**src/rtl/srq_pkg.sv**
```systemverilog
package srq_pkg;
  localparam int STB_W    = 8;
  localparam int AUX_W    = 3;
  localparam int QUES_BIT = 3;
  localparam int MAV_BIT  = 4;
  localparam int ESB_BIT  = 5;
  localparam int MSS_BIT  = 6;
  localparam int OPER_BIT = 7;
  localparam int PON_BIT  = 7;

  typedef enum logic [2:0] {
    OP_NOP    = 3'd0,
    OP_RD_STB = 3'd1,
    OP_POLL   = 3'd2,
    OP_RD_ESR = 3'd3,
    OP_WR_ESE = 3'd4,
    OP_WR_SRE = 3'd5,
    OP_WR_PSC = 3'd6
  } host_op_e;
endpackage

```
**src/rtl/std_event_grp.sv**
```systemverilog
module std_event_grp
  import srq_pkg::*;
#(
  parameter int W = STB_W
) (
  input  logic         clk,
  input  logic         rst_n,
  input  logic         pwr_up,
  input  logic [W-1:0] evt_set,
  input  logic         rd_clr,
  input  logic         ese_we,
  input  logic         psc_we,
  input  logic [W-1:0] wdata,
  output logic [W-1:0] esr,
  output logic         esb
);
  logic [W-1:0] esr_q;
  logic [W-1:0] pon_vec;
  // retained bank: initial value only, untouched by warm reset
  logic [W-1:0] ese_q = '0;
  logic         psc_q = 1'b1;

  always_comb begin
    pon_vec          = '0;
    pon_vec[PON_BIT] = pwr_up;
  end

  always_ff @(posedge clk or negedge rst_n) begin
    if (!rst_n) esr_q <= '0;
    else        esr_q <= (rd_clr ? '0 : esr_q) | evt_set | pon_vec;
  end

  always_ff @(posedge clk) begin
    if (pwr_up && psc_q) ese_q <= '0;
    else if (ese_we)     ese_q <= wdata;
    if (psc_we)          psc_q <= wdata[0];
  end

  assign esr = esr_q;
  assign esb = |(esr_q & ese_q);
endmodule

```
**src/rtl/stb_summary.sv**
```systemverilog
module stb_summary
  import srq_pkg::*;
#(
  parameter int W = STB_W
) (
  input  logic         clk,
  input  logic         rst_n,
  input  logic [W-1:0] stb_raw,
  input  logic         sre_we,
  input  logic [W-1:0] wdata,
  input  logic         poll,
  output logic         mss,
  output logic         rqs
);
  localparam logic [W-1:0] SRE_MASK = ~(W'(1) << MSS_BIT);

  logic [W-1:0] sre_q = '0;
  logic         mss_prev;
  logic         rqs_q;
  logic         mss_c;

  assign mss_c = |(stb_raw & sre_q & SRE_MASK);

  always_ff @(posedge clk) begin
    if (sre_we) sre_q <= wdata;
  end

  always_ff @(posedge clk or negedge rst_n) begin
    if (!rst_n) begin
      mss_prev <= 1'b0;
      rqs_q    <= 1'b0;
    end else begin
      mss_prev <= mss_c;
      rqs_q    <= (rqs_q & ~poll) | (mss_c & ~mss_prev);
    end
  end

  assign mss = mss_c;
  assign rqs = rqs_q;
endmodule

```
**src/rtl/svc_req_status.sv**
```systemverilog
module svc_req_status
  import srq_pkg::*;
#(
  parameter int W  = STB_W,
  parameter int AW = AUX_W
) (
  input  logic          clk,
  input  logic          rst_n,
  input  logic          pwr_up,
  input  logic [W-1:0]  evt_set,
  input  logic          ques_sum,
  input  logic          oper_sum,
  input  logic          mav,
  input  logic [AW-1:0] aux_sum,
  input  logic          cmd_valid,
  input  logic [2:0]    cmd_op,
  input  logic [W-1:0]  cmd_data,
  output logic          rsp_valid,
  output logic [W-1:0]  rsp_data,
  output logic          mss,
  output logic          srq
);
  logic         is_rd_stb, is_poll, is_rd_esr;
  logic [W-1:0] esr;
  logic         esb;
  logic [W-1:0] stb_raw;
  logic         mss_w, rqs_w;
  logic         rv_q;
  logic [W-1:0] rd_q;

  assign is_rd_stb = cmd_valid && (cmd_op == OP_RD_STB);
  assign is_poll   = cmd_valid && (cmd_op == OP_POLL);
  assign is_rd_esr = cmd_valid && (cmd_op == OP_RD_ESR);

  std_event_grp #(.W(W)) u_evt (
    .clk    (clk),
    .rst_n  (rst_n),
    .pwr_up (pwr_up),
    .evt_set(evt_set),
    .rd_clr (is_rd_esr),
    .ese_we (cmd_valid && (cmd_op == OP_WR_ESE)),
    .psc_we (cmd_valid && (cmd_op == OP_WR_PSC)),
    .wdata  (cmd_data),
    .esr    (esr),
    .esb    (esb)
  );

  always_comb begin
    stb_raw           = '0;
    stb_raw[AW-1:0]   = aux_sum;
    stb_raw[QUES_BIT] = ques_sum;
    stb_raw[MAV_BIT]  = mav;
    stb_raw[ESB_BIT]  = esb;
    stb_raw[OPER_BIT] = oper_sum;
  end

  stb_summary #(.W(W)) u_sum (
    .clk    (clk),
    .rst_n  (rst_n),
    .stb_raw(stb_raw),
    .sre_we (cmd_valid && (cmd_op == OP_WR_SRE)),
    .wdata  (cmd_data),
    .poll   (is_poll),
    .mss    (mss_w),
    .rqs    (rqs_w)
  );

  always_ff @(posedge clk or negedge rst_n) begin
    if (!rst_n) begin
      rv_q <= 1'b0;
      rd_q <= '0;
    end else begin
      rv_q <= is_rd_stb | is_poll | is_rd_esr;
      rd_q <= '0;
      if (is_rd_esr) rd_q <= esr;
      else if (is_rd_stb || is_poll) begin
        rd_q          <= stb_raw;
        rd_q[MSS_BIT] <= is_poll ? rqs_w : mss_w;
      end
    end
  end

  assign rsp_valid = rv_q;
  assign rsp_data  = rd_q;
  assign mss       = mss_w;
  assign srq       = rqs_w;
endmodule

```
**config.mk**
```make
export PLATFORM = sky130hd
export DESIGN_NAME = svc_req_status
export DESIGN_NICKNAME = d
export VERILOG_FILES = /design/src/rtl/srq_pkg.sv /design/src/rtl/std_event_grp.sv /design/src/rtl/stb_summary.sv /design/src/rtl/svc_req_status.sv
export SDC_FILE = /design/constraint.sdc
export NUM_CORES = 1
export LEC_CHECK = 0
export BUFFER_PORTS_ARGS = -buffer_cell sky130_fd_sc_hd__buf_2
export CORE_MARGIN = 3
export CORE_UTILIZATION = 50
export DETAILED_ROUTE_END_ITERATION = 8
export GPL_ROUTABILITY_DRIVEN = 0
export PLACE_DENSITY = 0.78
export SYNTH_ARGS = -nofsm -noshare
export SYNTH_HDL_FRONTEND = slang
export SYNTH_SLANG_ARGS = --single-unit
export TNS_END_PERCENT = 100
```
**constraint.sdc**
```tcl
create_clock -name clk -period 1.7 [get_ports clk]
set_input_delay 0.34 -clock clk [delete_from_list [all_inputs] [get_ports clk]]
set_output_delay 0.34 -clock clk [all_outputs]
set_load 0.02 [all_outputs]
```
==> key figures, run 1 <==
Logic synthesis
  – Synth Register Bits: 35
  – Syn Inst Count: 105
  – Mux contribution to synthesized area: 5.91%
  – Post-Synth Simple-Gate Area: 9.70%
  – Compound-cell area share of the yosys netlist: 17.7%
  – Xor/xnor share of the synthesized area: 0%
  – Synthesized area: 1350 um2
  – Yosys cell types: 31
  – Adder-cell share of the synthesized area: 0%
  – Syn_nets: 134
  – Post-synthesis sequential area ratio: 64.7%
  – Yosys warns: 0
  – Main combinational cell family by area after synthesis: compound AO/OA/AOI/OAI gates
  – Fraction of registers with async set/reset: 54.3%
  – EDFF count, synth: 8
  – Syn Area/Cell: 12.9 um2
  – Synth Flop Type: dfrtp_1

Timing
  – Final Slew Violations: 0
  – RSZ-0062 raised after global routing: true
  – Fin. Hold Viols: 0
  – Fin crit period: 1.98 ns
  – Slew HR: 72.8%
  – Setup-failing EPs final: 1
  – Worst-margin pin slew: 0.409 ns
  – Highest clock rate: 0.505 GHz
  – Final clock skew: 0.0147 ns
  – Fin crit share: 117%
  – PnR worst setup slack: -0.281 ns

Floorplanning
  – Die Height: 58.0 um
  – Die W: 58.0 um
  – Die area: 3370 um2
  – Row Count: 18
  – Initial core utilization: 53.7%
  – IO Pins: 40
  – Core Area: 2520 um2

Detailed routing
  – Vias per cell: 5.55
  – Post-route DRC: 0
  – 1st-pass router iterations: 4
  – Post-route ant nets: 0
  – Routed len/inst: 14.7 um
  – Routed WL: 2790 um
  – Via count: 1049
  – Initial DRC Count: 27

Cells and area
  – Fin util: 70.1%
  – Most frequent cells in the layout: buf_2 (38), dfrtp_1 (19), nor2_1 (12)
  – # fillers: 197
  – Layout area overhead: 30.7%
  – Most common cell after layout, fill and taps aside: buf_2
  – Non-filler instance count after layout: 189
  – Register area: 876 um2
  – N_diodes: 0
  – Nets: 187
  – Layout cells sized above 1: 39.0%
  – Area of the multi-input gates: 477 um2

Worst setup path
  – Critical Path Source Type: flip-flop
  – Cell chain of the critical path: a22o_1 > o41ai_4 > nand2_1 > buf_6
  – Worst path required time: 1.36 ns
  – CP endpoint kind: primary output
  – Bufs and invs on worst path: 1
  – CP top delay family: compound AO/OA/AOI/OAI gates
  – Critical-path top delay cell: dfrtp_1
  – Worst-path fanout max: 2
  – Max incr delay on CP: 0.39 ns
  – Critical path data arrival time: 1.64 ns
  – CP Class: reg2out

Global routing
  – Antenna violations before repair: 0
  – Vias in the first global route: 1041
  – Total gr overflow: 0
  – Gr usage total: 18.2%
  – Largest net degree at the start of global routing: 20
  – First-pass GRT wire length: 4580 um

Clock tree
  – CTS tree: yes
  – Worst-path clk slew: 0.12 ns
  – CTS Root Cell: clkbuf_4
  – Clk buf depth: 2
  – H-tree levels: 2
  – Clock latency on the worst-skew pair: 0.34 ns
  – Number of buffers created by CTS: 5
  – Sink Count: 35

Power
  – Leak: 0.796 nW
  – Max VDD drop: 753 uV
  – Cell Pwr Density: 982 nW/um2

Placement
  – Detailed Place HPWL: 2170 um
  – Worst slack at placement: -0.0933 ns
  – I/O Buffers: 39
  – Placed insts: 177

Worst hold path
  – Worst Hold Class: in2reg

Run status
  – Failing checks: setup timing
  – Run status: finished, violations left

Flow run
  – Max Cap Viol: 0
-- timing repair --
action | CTS | global route
resized for setup | 3 | 1
endpoints found under the hold margin | 19 | 0
endpoints found under the setup margin | 1 | 1
hold buffers | 1 | 0
pin swaps | 4 | 1
setup buffers | 3 | 0
-- power by group --
part           internal, mW  switching (mW)  total, mW
combinational         0.106           0.118      0.223
clock                 0.317           0.279      0.596
sequential            0.897          0.0208      0.917
total                  1.32           0.417       1.74
-- metrics by stage --
| step | instance area (um2) | hold slack, ns | TNS (ns) | power [mW] |
|---|---|---|---|---|
| 3_5_place_dp | 1630 | 0.293 | -0.0933 | 1.13 |
| 6_report | 1770 | 0.176 | -0.281 | 1.74 |
| 3_3_place_gp | 1630 | 0.285 | -0.00207 | 1.13 |
| 5_1_grt | 1770 | 0.148 | -0.377 | 1.82 |
| 4_1_cts | 1760 | 0.167 | -0.315 | 1.75 |
| 2_1_floorplan | 1350 | 0.0444 | 0 | 1.04 |
-- cell type report --
type / instances / share of cell area [%]
Inverter: 2 / 0.424
Sequential cell: 35 / 49.5
Clock buffer: 5 / 2.12
Tap cell: 30 / 2.12
Multi-Input combinational cell: 64 / 26.9
Clock inverter: 3 / 2.69
Timing Repair Buffer: 50 / 16.2
-- Yosys cell counts, types with 2 or more instances --
| master | instances | share of area, % |
|---|---|---|
| dfrtp_1 | 19 | 35 |
| nor2_1 | 12 | 3.3 |
| a22o_1 | 10 | 6.5 |
| dfxtp_1 | 8 | 12 |
| edfxtp_1 | 8 | 18 |
| mux2i_1 | 8 | 5.9 |
| a21o_1 | 6 | 3.3 |
| nand2b_1 | 4 | 1.8 |
| a22oi_1 | 3 | 1.7 |
| and3_1 | 2 | 0.92 |
| clkbuf_1 | 2 | 0.55 |
| inv_1 | 2 | 0.55 |
| nand2_1 | 2 | 0.55 |
| o21ai_0 | 2 | 0.74 |
-- kinds of logic (layout without fill, tap and decap cells) --
family / Yosys count / after routing
muxes: 8 / 8
AOI/OAI and AO/OA: 30 / 30
buffers and inverters: 6 / 60
and+or+nand+nor: 26 / 26
DFF: 35 / 35
-- registers in the layout, indices dropped and copies added (netlist names) --
name,cells
u_sum.sre_q,7
u_evt.esr,8
rsp_valid,1
u_evt.ese_q,8
u_evt.psc_q,1
u_sum.rqs,1
rsp_data,8
u_sum.mss_prev,1
-- path summary, 6_finish.rpt --
check,from,end,slack [ns],depth (start not counted)
setup / recovery,u_evt.esr[4],mss,-0.28,4
hold / removal,evt_set[1],u_evt.esr[1],0.18,2
setup reg to reg,u_evt.esr[6],rsp_data[5],0.06,4
hold reg to reg,u_evt.esr[1],u_evt.esr[1],0.54,1
max in group asynchronous,rst_n,rsp_data[3],0.95,2
min in group asynchronous,rst_n,u_evt.esr[0],0.44,2
-- worst register-to-register path: cells and delay by family, from the launching register on --
family,cells,cell delay (ns)
flip-flops,1,0.39
AND/OR/NAND/NOR,1,0.51
buffers and inverters,1,0.15
AO/OA/AOI/OAI,2,0.49
-- layer usage --
layer  GRT usage [%]  wire (um)  vias up  part of all wire (%)
met5               0          0        -                     0
met4            5.96         26        0                  0.93
met3            5.35        142        5                   5.1
met2            31.3       1440       23                    52
met1            22.0       1180      514                    42
li1                -          -      507                     -
Power figures use the tool's default switching activity.
==> run 2, diff against run 1 <==
clock period = 2.1 ns   (was 1.7 ns; I/O delays follow)
==> key figures, run 2 (synthesized netlist as in run 1, its figures left out) <==
Cells and area
  – Layout area overhead: 25.6%
  – Nets: 183 (-2.1%)
  – Finished Cell Area: 1700 um2 (-3.9%)
  – Layout cells sized above 1: 36.8% (-2.2 points)
  – Most common cell after layout, fill and taps aside: buf_2
  – Most frequent cells in the layout: buf_2 (38), dfrtp_1 (19), nor2_1 (12)
  – N_diodes: 0 (unchanged)

Timing
  – Slew HR: 73.1% (+0.32 points)
  – Fin crit period: 2.10 ns
  – Setup TNS: -0.00134 ns (+0.280 ns)
  – PnR worst setup slack: -0.00134 ns (+0.280 ns)
  – Fin. Hold Viols: 0 (unchanged)
  – RSZ-0062 raised after global routing: true
  – Setup-failing EPs final: 1 (unchanged)
  – Fin crit share: 100%
  – Highest clock rate: 0.476 GHz
  – Worst-margin pin slew: 0.404 ns (-0.00477 ns)
  – Final clock skew: 0.0123 ns (-0.00240 ns)
  – Final Slew Violations: 0 (unchanged)

Floorplanning
  – Die area: 3370 um2 (unchanged)
  – Initial core utilization: 53.7% (unchanged)
  – Row Count: 18 (unchanged)
  – Die W: 58.0 um (unchanged)
  – Die Height: 58.0 um (unchanged)
  – Core Area: 2520 um2 (unchanged)
  – IO Pins: 40 (unchanged)

Detailed routing
  – Initial DRC Count: 34 (+26%)
  – Post-route DRC: 0 (unchanged)
  – Routed WL: 2800 um (+0.39%)
  – Via count: 1018 (-3.0%)
  – 1st-pass router iterations: 4 (unchanged)
  – Vias per cell: 5.50 (-0.86%)
  – Routed len/inst: 15.1 um (+2.6%)
  – Post-route ant nets: 0 (unchanged)

Worst setup path
  – R2R Path End: rsp_data[5]
  – CP endpoint kind: primary output
  – Crit path launch: u_evt.esr[2]
  – Reg2Reg Depth: 4 (unchanged)
  – Worst path required time: 1.68 ns (+0.32 ns)
  – Worst-path fanout max: 3 (+1)
  – RR Startpoint: u_evt.esr[2]
  – Crit path to: mss
  – Setup slack, reg-to-reg: 0.46 ns (+0.40 ns)
  – Critical Path Source Type: flip-flop
  – Critical path data arrival time: 1.68 ns (+0.04 ns)
  – CP Class: reg2out

Power
  – Clock share of power: 28.0% (-6.3 points)
  – Int Pwr: 0.931 mW (-29%)
  – Comb power frac: 13.3% (+0.4 points)
  – Max VDD drop: 674 uV (-10%)
  – Sw frac: 26.3% (+2.3 points)
  – Cell Pwr Density: 743 nW/um2 (-24%)
  – Sequential share of power: 58.7% (+5.9 points)
  – Psw: 0.333 mW (-20%)
  – Leak: 0.757 nW (-4.8%)

Clock tree
  – H-tree levels: 2 (unchanged)
  – CTS tree: yes
  – Clock latency on the worst-skew pair: 0.35 ns (about the same)
  – CTS Root Cell: clkbuf_4
  – Number of buffers created by CTS: 5 (unchanged)
  – Sink Count: 35 (unchanged)
  – Clk buf depth: 2 (unchanged)
  – Worst-path clk slew: 0.11 ns (about the same)

Global routing
  – Total gr overflow: 0 (unchanged)
  – GR peak layer: met2
  – Gr usage total: 19.3% (+1.1 points)
  – First-pass GRT wire length: 4620 um (+0.92%)
  – GRT met2 Usage: 29.8% (-1.5 points)
  – Antenna violations before repair: 0 (unchanged)
  – M1 GR Usage: 23.1% (+1.1 points)
  – GRT met3 Usage: 9.80% (+4.5 points)
  – Vias in the first global route: 1016 (-2.4%)
  – Largest net degree at the start of global routing: 20 (unchanged)

Worst hold path
  – Worst Hold Class: in2reg

Flow run
  – Max Cap Viol: 0 (unchanged)

Run status
  – Failing checks: setup timing
  – Run status: finished, violations left

Placement
  – I/O Buffers: 39 (unchanged)
  – Detailed Place HPWL: 2080 um (-4.1%)
  – DP Area: 1590 um2 (-2.3%)
## run 2: cell count changes in the layout (fill, tap and decap cells not counted)
cell / delta
buf_4: -4
bufinv_16: -1
clkinv_1: +1
clkinvlp_4: +1
inv_6: -1
o41ai_2: +1
o41ai_4: -1
## run 2: critical path: stages (launching register included)
cell and delay [ns]:
dfrtp_1 0.41, a22o_1 0.24, o41ai_2 0.39, nand2_1 0.15
buf_6 0.15
## run 2: area by class of cell
| class | count | area, um2 |
|---|---|---|
| Clock buffer | 5 | 37.5 |
| Clock inverter | 3 | 20.0 |
| Multi-Input combinational cell | 64 | 465 |
| Inverter | 2 | 7.51 |
| Timing Repair Buffer | 46 | 256 |
| Sequential cell | 35 | 876 |
| Fill cell | 205 | 822 |
| Tap cell | 30 | 37.5 |
## run 2: through the flow
| step | utilization [%] | setup WS, ns | hold slack, ns | total power, mW | cells |
|---|---|---|---|---|---|
| after floorplan | - | 0.433 | 0.124 | 0.839 | 105 |
| final | 67.4 | -0.00134 | 0.243 | 1.26 | 185 |
| after CTS | 66.8 | -0.0161 | 0.244 | 1.27 | 183 |
| after detailed placement | 63.0 | 0.248 | 0.375 | 0.912 | 172 |
| after global routing | 67.4 | -0.0826 | 0.220 | 1.34 | 185 |
| after global placement | 63.0 | 0.305 | 0.364 | 0.907 | 172 |
## run 2: worst min path at each step
stage                     start  cells after the start              to  slack [ns]
finish               evt_set[3]                      2    u_evt.esr[3]        0.24
global route        cmd_data[2]                      1  u_sum.sre_q[2]        0.22
CTS                  evt_set[3]                      2    u_evt.esr[3]        0.24
detailed placement        rst_n                      1       u_sum.rqs        0.38
global placement          rst_n                      1       rsp_valid        0.36
floorplan                 rst_n                      0     rsp_data[0]        0.12
## run 2: power by group through the flow
| stage | sequential (mW) | combinational, mW | clock, mW |
|---|---|---|---|
| finish | 0.742 | 0.168 | 0.354 |
| global route | 0.746 | 0.185 | 0.404 |
| CTS | 0.743 | 0.165 | 0.364 |
| detailed placement | 0.757 | 0.155 | 0 |
| global placement | 0.756 | 0.151 | 0 |
| floorplan | 0.770 | 0.0692 | 0 |
## run 2: what timing repair did
item,4_1_cts,5_1_grt
pin swaps,3,3
endpoints found under the hold margin,6,0
hold buffers,1,0
setup buffers,2,2
setup endpoints to repair,1,1
resized for setup,3,0
## run 2: metal layers
| metal | wire [um] | vias up | share of wire, % |
|---|---|---|---|
| met3 | 209 | 7 | 7.5 |
| met5 | 0 | - | 0 |
| met2 | 1390 | 46 | 50 |
| li1 | - | 489 | - |
| met4 | 53 | 0 | 1.9 |
| met1 | 1140 | 476 | 41 |
